==> config.mk <==
export PLATFORM = sky130hd
export DESIGN_NAME = shift_unit
export DESIGN_NICKNAME = d
export VERILOG_FILES = /design/src/rtl/shift_pkg.sv /design/src/rtl/shift_count_sel.sv /design/src/rtl/shift_stage.sv /design/src/rtl/shift_unit.sv
export SDC_FILE = /design/constraint.sdc
export NUM_CORES = 1
export LEC_CHECK = 0
export BUFFER_PORTS_ARGS = -buffer_cell sky130_fd_sc_hd__buf_2
export CAP_MARGIN = 20
export CELL_PAD_IN_SITES_DETAIL_PLACEMENT = 0
export CELL_PAD_IN_SITES_GLOBAL_PLACEMENT = 1
export CORE_MARGIN = 2
export CORE_UTILIZATION = 25
export CTS_CLUSTER_DIAMETER = 30
export DETAILED_ROUTE_END_ITERATION = 7
export GPL_ROUTABILITY_DRIVEN = 1
export PLACE_DENSITY = 0.55
export SLEW_MARGIN = 30
export SYNTH_ARGS = -nofsm -noshare
export SYNTH_HDL_FRONTEND = slang
export SYNTH_HIERARCHICAL = 1
export SYNTH_SLANG_ARGS = --single-unit
==> constraint.sdc <==
create_clock -name clk -period 3.2 [get_ports clk]
set_input_delay 0.64 -clock clk [delete_from_list [all_inputs] [get_ports clk]]
set_output_delay 0.64 -clock clk [all_outputs]
set_load 0.05 [all_outputs]
==> src/rtl/shift_pkg.sv <==
package shift_pkg;

  typedef enum logic [1:0] {
    SH_LSR = 2'd0,
    SH_ASR = 2'd1,
    SH_LSL = 2'd2,
    SH_ROL = 2'd3
  } shift_mode_e;

  localparam int unsigned OPC_W          = 5;
  localparam int unsigned OPC_SHIFT_BASE = 26;
  localparam int unsigned NUM_MODES      = 4;

endpackage

==> src/rtl/shift_count_sel.sv <==
module shift_count_sel #(
  parameter int unsigned CW = 5
) (
  input  logic [CW-1:0] imm_cnt,
  input  logic [CW-1:0] reg_cnt,
  output logic [CW-1:0] cnt
);

  logic imm_zero;

  always_comb begin
    imm_zero = (imm_cnt == '0);
    cnt      = imm_zero ? reg_cnt : imm_cnt;
  end

endmodule

==> src/rtl/shift_stage.sv <==
module shift_stage
  import shift_pkg::*;
#(
  parameter int unsigned W    = 32,
  parameter int unsigned DIST = 1
) (
  input  logic [W-1:0] din,
  input  shift_mode_e  mode,
  input  logic         en,
  output logic [W-1:0] dout
);

  logic [W-1:0] moved;
  logic         sign_bit;

  always_comb begin
    sign_bit = din[W-1];
    unique case (mode)
      SH_LSR:  moved = {{DIST{1'b0}}, din[W-1:DIST]};
      SH_ASR:  moved = {{DIST{sign_bit}}, din[W-1:DIST]};
      SH_LSL:  moved = {din[W-1-DIST:0], {DIST{1'b0}}};
      default: moved = {din[W-1-DIST:0], din[W-1:W-DIST]};
    endcase
    dout = en ? moved : din;
  end

endmodule

==> src/rtl/shift_unit.sv <==
module shift_unit
  import shift_pkg::*;
#(
  parameter int unsigned W  = 32,
  parameter int unsigned CW = $clog2(W)
) (
  input  logic             clk,
  input  logic             rst_n,
  input  logic             issue,
  input  logic [OPC_W-1:0] opcode,
  input  logic [CW-1:0]    shamt_imm,
  input  logic [W-1:0]     operand,
  input  logic [W-1:0]     count_src,
  output logic [W-1:0]     result
);

  localparam int unsigned NSTG = CW;

  // reset synchronizer: asynchronous assert, synchronous release
  logic rst_meta_q, rst_sync_n;

  always_ff @(posedge clk or negedge rst_n) begin
    if (!rst_n) begin
      rst_meta_q <= 1'b0;
      rst_sync_n <= 1'b0;
    end else begin
      rst_meta_q <= 1'b1;
      rst_sync_n <= rst_meta_q;
    end
  end

  // opcode decode
  logic        is_shift;
  shift_mode_e mode;
  logic [OPC_W-1:0] opc_off;

  always_comb begin
    opc_off  = opcode - OPC_W'(OPC_SHIFT_BASE);
    is_shift = (opcode >= OPC_W'(OPC_SHIFT_BASE)) &&
               (opcode <  OPC_W'(OPC_SHIFT_BASE + NUM_MODES));
    mode     = shift_mode_e'(opc_off[1:0]);
  end

  // count resolution
  logic [CW-1:0] cnt_res;
  logic [W-CW-1:0] cnt_hi_unused;
  assign cnt_hi_unused = count_src[W-1:CW];

  shift_count_sel #(.CW(CW)) u_cnt (
    .imm_cnt (shamt_imm),
    .reg_cnt (count_src[CW-1:0]),
    .cnt     (cnt_res)
  );

  // cascaded stages of 1, 2, 4, ... positions
  logic [W-1:0] lvl [0:NSTG];
  assign lvl[0] = operand;

  for (genvar s = 0; s < NSTG; s++) begin : g_stg
    shift_stage #(.W(W), .DIST(1 << s)) u_stg (
      .din  (lvl[s]),
      .mode (mode),
      .en   (cnt_res[s]),
      .dout (lvl[s+1])
    );
  end

  // result register
  logic [W-1:0] result_q, result_nxt;
  logic         load_en;

  always_comb begin
    load_en    = issue && is_shift;
    result_nxt = load_en ? lvl[NSTG] : result_q;
  end

  always_ff @(posedge clk or negedge rst_sync_n) begin
    if (!rst_sync_n) result_q <= '0;
    else             result_q <= result_nxt;
  end

  assign result = result_q;


  hold_when_idle_chk: assert property (@(posedge clk) disable iff (!rst_sync_n)
    !issue |=> $stable(result));


  nonshift_hold_chk: assert property (@(posedge clk) disable iff (!rst_sync_n)
    (issue && !is_shift) |=> $stable(result));


  zero_count_pass_chk: assert property (@(posedge clk) disable iff (!rst_sync_n)
    (issue && is_shift && shamt_imm == '0 && count_src[CW-1:0] == '0)
      |=> (result == $past(operand)));


  rotate_popcount_chk: assert property (@(posedge clk) disable iff (!rst_sync_n)
    (issue && is_shift && mode == SH_ROL)
      |=> ($countones(result) == $countones($past(operand))));


  lsr_not_larger_chk: assert property (@(posedge clk) disable iff (!rst_sync_n)
    (issue && is_shift && mode == SH_LSR) |=> (result <= $past(operand)));


  asr_sign_keep_chk: assert property (@(posedge clk) disable iff (!rst_sync_n)
    (issue && is_shift && mode == SH_ASR)
      |=> (result[W-1] == $past(operand[W-1])));


  lsl_low_zero_chk: assert property (@(posedge clk) disable iff (!rst_sync_n)
    (issue && is_shift && mode == SH_LSL && cnt_res != '0) |=> (result[0] == 1'b0));

endmodule

# ---- After elaboration in Yosys (flattened, before gate mapping)
# Cells that the tools add are included.
dict set report classes {
  n_addsub 1
  n_lt_le_gt_ge 2
  eq_ne 2
  muxes 11
  n_reduce_logical 4
}
# cell n
set ops {}
lappend ops {{one-hot mux 32 bit (3 select lines)} 5}
lappend ops {{2-to-1 mux 32 bit} 5}
lappend ops {{>= comparator 5 bit (second input constant)} 1}
lappend ops {{zero test 5 bit} 1}
lappend ops {{less-than comparator 5 bit (second input constant)} 1}
lappend ops {{2-to-1 mux 5 bit} 1}
lappend ops {{== test 2 x 1 -> 1 bit (second input constant)} 1}
lappend ops {{== test 2 bit (second input constant)} 1}
lappend ops {{logical AND 1 bit} 2}
lappend ops {{zero test 2 bit} 1}
lappend ops {{subtractor 2 bit (second input constant)} 1}
dict set report word_totals {
  reg_bits 34
  in_bits 77
  out_inout_bits 32
  wordCells 23
}

# ---- Longest topological paths before layout
dict set report logic_depth {
  word_depth 12
  mapped_depth 16
  mapped_depth_nobuf 14
}

# ---- Cells and area by module
# Netlist, hierarchy kept.
# mod instances cells_each area_each_um2 seq_area_each_um2
set by_module_without_submodules {}
lappend by_module_without_submodules {shift_unit 1 74 1401.3 850.8}
lappend by_module_without_submodules {{shift_stage at g_stg[1].u_stg} 1 110 711.9 0.0}
lappend by_module_without_submodules {{shift_stage at g_stg[0].u_stg} 1 108 709.4 0.0}
lappend by_module_without_submodules {{shift_stage at g_stg[4].u_stg} 1 110 698.2 0.0}
lappend by_module_without_submodules {{shift_stage at g_stg[2].u_stg} 1 112 693.2 0.0}
lappend by_module_without_submodules {{shift_stage at g_stg[3].u_stg} 1 118 685.7 0.0}
lappend by_module_without_submodules {shift_count_sel 1 12 83.8 0.0}

# ---- Least setup slack after synthesis
# OpenSTA, ideal clock, no wires.
dict set report synth_timing {
  path_type {in2reg}
  from {input shamt_imm[4]}
  to {register result_q[22] (netlist: result[22])}
  setup_time_ps 125
  t_arrival_ps 3005
  required_ps 3075
  path_slack_ps 70
  path_stages 12
  n_path_buf 3
  cell_sequence {nor3_2 > a31o_2 > buf_2 > clkbuf_1 > a21oi_1 > a32o_1 > a32o_1 > a32o_1 > nand3b_4 > buf_6 > a31oi_2 > mux2_4}
}
# item line
set synth_lines {}
lappend synth_lines {{from (decl)} shift_unit.sv:11} ;# input logic [CW-1:0] shamt_imm,
lappend synth_lines {{to (signal assigned)} shift_unit.sv:79} ;# else result_q <= result_nxt;
lappend synth_lines {{to (decl)} shift_unit.sv:69} ;# logic [W-1:0] result_q, result_nxt;

==> results.py <==
metrics = {
    "grt": {
        "grt_pass1_wl_um": 24700,
        "use_met3": 0.0186,
        "track_usage": 0.141,
        "busiest_layer": "met2",
        "gr-usage-met2": 0.253,
        "grt_overflow": 0,
        "grt_pass1_vias": 4850,
        "grt_max_degree": 75,
        "globalRouteMet1Util": 0.186,
        "antenna_found_initial": 0,
    },
    "critical_path": {
        "arrival_ns": 3.28,
        "setup.worst_path.start": "shamt_imm[4]",
        "end_kind": "flop",
        "r2r_start": "rst_sync_n",
        "reg2reg_depth": 1,
        "worstPathRequired_ns": 3.36,
        "path_class": "primary input to flop",
        "cp_max_fo": 12,
        "r2r-end": "result[12]",
        "crit_end": "result[20]",
        "start_kind": "primary input",
        "rrSetupSlack_ns": 2.19,
    },
    "clocking": {
        "clk_latency_ns": 0.28,
        "clkTransAtPathRegs_ns": 0.05,
        "root_buffer": "clkbuf_16",
        "cts_tree": "yes",
        "clockBufferDepth": 2,
        "ctsHoldBuffers": 0,
        "h-tree-depth": 2,
        "cts_made_buffers": 5,
        "cts_sinks": 34,
    },
    "sta": {
        "setup_violations": 0,
        "finalCritPeriodShare": 0.974,
        "timing.hold.ws_ns": 0.134,
        "relSlewSlack": 0.460,
        "finalHoldViolations": 0,
        "rsz0062_at_grt": "true",
        "fin_ws_ns": 0.0836,
        "drv_slew": 0,
        "tightest_slew_ns": 0.810,
        "min_period_ns": 3.12,
        "tns_ns": 0,
        "fmax_mhz": 321,
        "final.setup_skew_ns": 0.00560,
    },
    "placed_design": {
        "place_area_mm2": 0.00610,
        "gp_congestion": 0.807,
        "dpl_worst_slack_ns": -0.481,
        "dpl.hpwl_um": 12000,
        "port_buffers": 81,
        "placed_cells": 1036,
    },
    "power": {
        "seqPwrFrac": 0.210,
        "p_comb_frac": 0.638,
        "leakagePower_nw": 3.20,
        "p_switching_w": 0.00147,
        "internal_power_w": 0.00166,
        "p_per_area_mw_per_mm2": 461,
        "clock_power_share": 0.152,
        "p_sw_frac": 0.470,
        "vdd_drop_max_v": 0.000422,
    },
    "drt": {
        "viasPerCell": 4.79,
        "dr.first_iter.drc_count": 246,
        "first_pass_iters": 4,
        "wirelength_um": 16100,
        "vias": 5039,
        "wl_per_cell_um": 15.3,
        "drc_errors": 0,
        "antenna_left": 0,
    },
    "floorplan": {
        "die_w_um": 145,
        "core_mm2": 0.0195,
        "start_util": 0.255,
        "rows": 51,
        "die_height_um": 145,
        "dieArea_mm2": 0.0211,
        "num_io_pins": 109,
    },
    "layout": {
        "layout_common_cells": "nor2_1, buf_4, mux2i_1",
        "stdcell_count": 1051,
        "post_route_cells_drive_above_1_share": 0.462,
        "diodes": 0,
        "fin_nets": 862,
        "syn2layout_area_growth_pct": 36.4,
        "finalInstanceArea_mm2": 0.00680,
        "final_common_cell": "nor2_1",
    },
    "job": {
        "maxCapViolations": 0,
    },
    "synth": {
        "ys.warnings.count": 6,
        "synth_area_per_cell_um2": 7.74,
        "synth_nets": 721,
        "netlist_area_mm2": 0.00498,
        "yosys_register_bits": 34,
        "yosysUniqueCellTypes": 36,
        "synthesis.instances": 644,
        "yosysSeqAreaShare": 0.171,
    },
    "outcome": {
        "outcome": "finished clean",
    },
    "min_path": {
        "min_path_type": "primary input to asynchronous set/reset pin",
    },
}
[metal layers]
layer / wire length [um] / up-vias / part of all wire
met5: 0 / - / 0
li1: - / 2530 / -
met3: 450 / 11 / 0.028
met4: 89 / 0 / 0.0055
met2: 7790 / 85 / 0.48
met1: 7790 / 2413 / 0.48
[sequential cells by signal, indices dropped and copies added, names as in the netlist]
signal / count
rst_meta_q: 1
rst_sync_n: 1
result: 32
[power by group through the flow]
stage	registers (W)	clock network, W	logic [W]
detailed placement	0.000666	0	0.00186
CTS	0.000660	0.000489	0.00190
global route	0.000680	0.000513	0.00213
global placement	0.000663	0	0.00185
finish	0.000656	0.000477	0.00200
floorplan	0.00117	0	0.000817
[Yosys cell counts]
master    number  share of area
nand2_1       42          0.032
buf_4          2         0.0030
a31oi_2        9          0.023
nand3b_4       2         0.0080
inv_1         26          0.020
buf_12         8          0.032
nand2b_2       1         0.0018
a32o_1         5          0.010
a31o_1         2         0.0035
conb_1         1        0.00075
nand2b_1       6         0.0075
nand3b_1       2         0.0030
nor2b_1        8          0.010
dfrtp_1       34           0.17
buf_8          4          0.012
a41o_1         1         0.0020
o22ai_2       10          0.025
nand3_1        8         0.0080
buf_6          9          0.020
o21ai_0        5         0.0050
o22ai_1        6         0.0075
buf_2         29          0.029
mux2_4        30          0.090
a31oi_1       23          0.029
and2_1         1         0.0013
xnor2_1        1         0.0018
nor3_2         2         0.0040
clkbuf_1       8         0.0060
nor2_1       140           0.11
nor2_4         1         0.0023
mux2i_1       98           0.20
nor2b_4        1         0.0028
a21oi_1      114           0.11
mux2_2         2         0.0045
a31o_2         2         0.0035
a31oi_4        1         0.0043
[what timing repair did]
item,CTS,global route
pin swaps,1,12
gates cloned,0,5
resized for setup,23,80
setup buffers,1,1
setup endpoints to repair,27,32
[worst min path at each step]
| stage | end | cells past startpoint | slack [ns] | from |
|---|---|---|---|---|
| 3_3_place_gp | rst_sync_n | 0 | 0.34 | rst_meta_q |
| 5_1_grt | rst_meta_q | 1 | 0.13 | rst_n |
| 6_report | rst_meta_q | 1 | 0.13 | rst_n |
| 3_5_place_dp | rst_sync_n | 0 | 0.34 | rst_meta_q |
| 2_1_floorplan | rst_sync_n | 0 | 0.33 | rst_meta_q |
| 4_1_cts | rst_meta_q | 1 | 0.13 | rst_n |
[kinds of logic after synthesis]
family / share of synthesized area
simple gates: 0.186
compound gates: 0.227
mux: 0.292
buf+inv: 0.122
flops: 0.171
xor+xnor: 0.00176
other cells: 0.000752
[area by class of cell]
cell class	count	area, um2
Clock buffer	7	143
Sequential cell	34	851
Multi-Input combinational cell	524	3940
Clock inverter	1	5.00
Inverter	26	103
Tap cell	265	332
Fill cell	2104	12700
Timing Repair Buffer	194	1420
[worst max-delay path, cell delays in order]
cell and delay (ns):
buf_2 0.12, nor3_4 0.20, a31o_4 0.27, buf_12 0.16, o21ai_1 0.07, a32o_2 0.25
a32o_2 0.25, buf_4 0.14, a32o_2 0.25, a32o_2 0.26, nand3b_4 0.12, clkbuf_16 0.18
a31oi_1 0.09, mux2_4 0.26
[through the flow]
stage / power [W] / util
global placement: 0.00251 / 0.312
floorplan: 0.00198 / -
finish: 0.00313 / 0.348
global route: 0.00332 / 0.348
CTS: 0.00305 / 0.326
detailed placement: 0.00253 / 0.312
(Power assumes the default switching activity.)
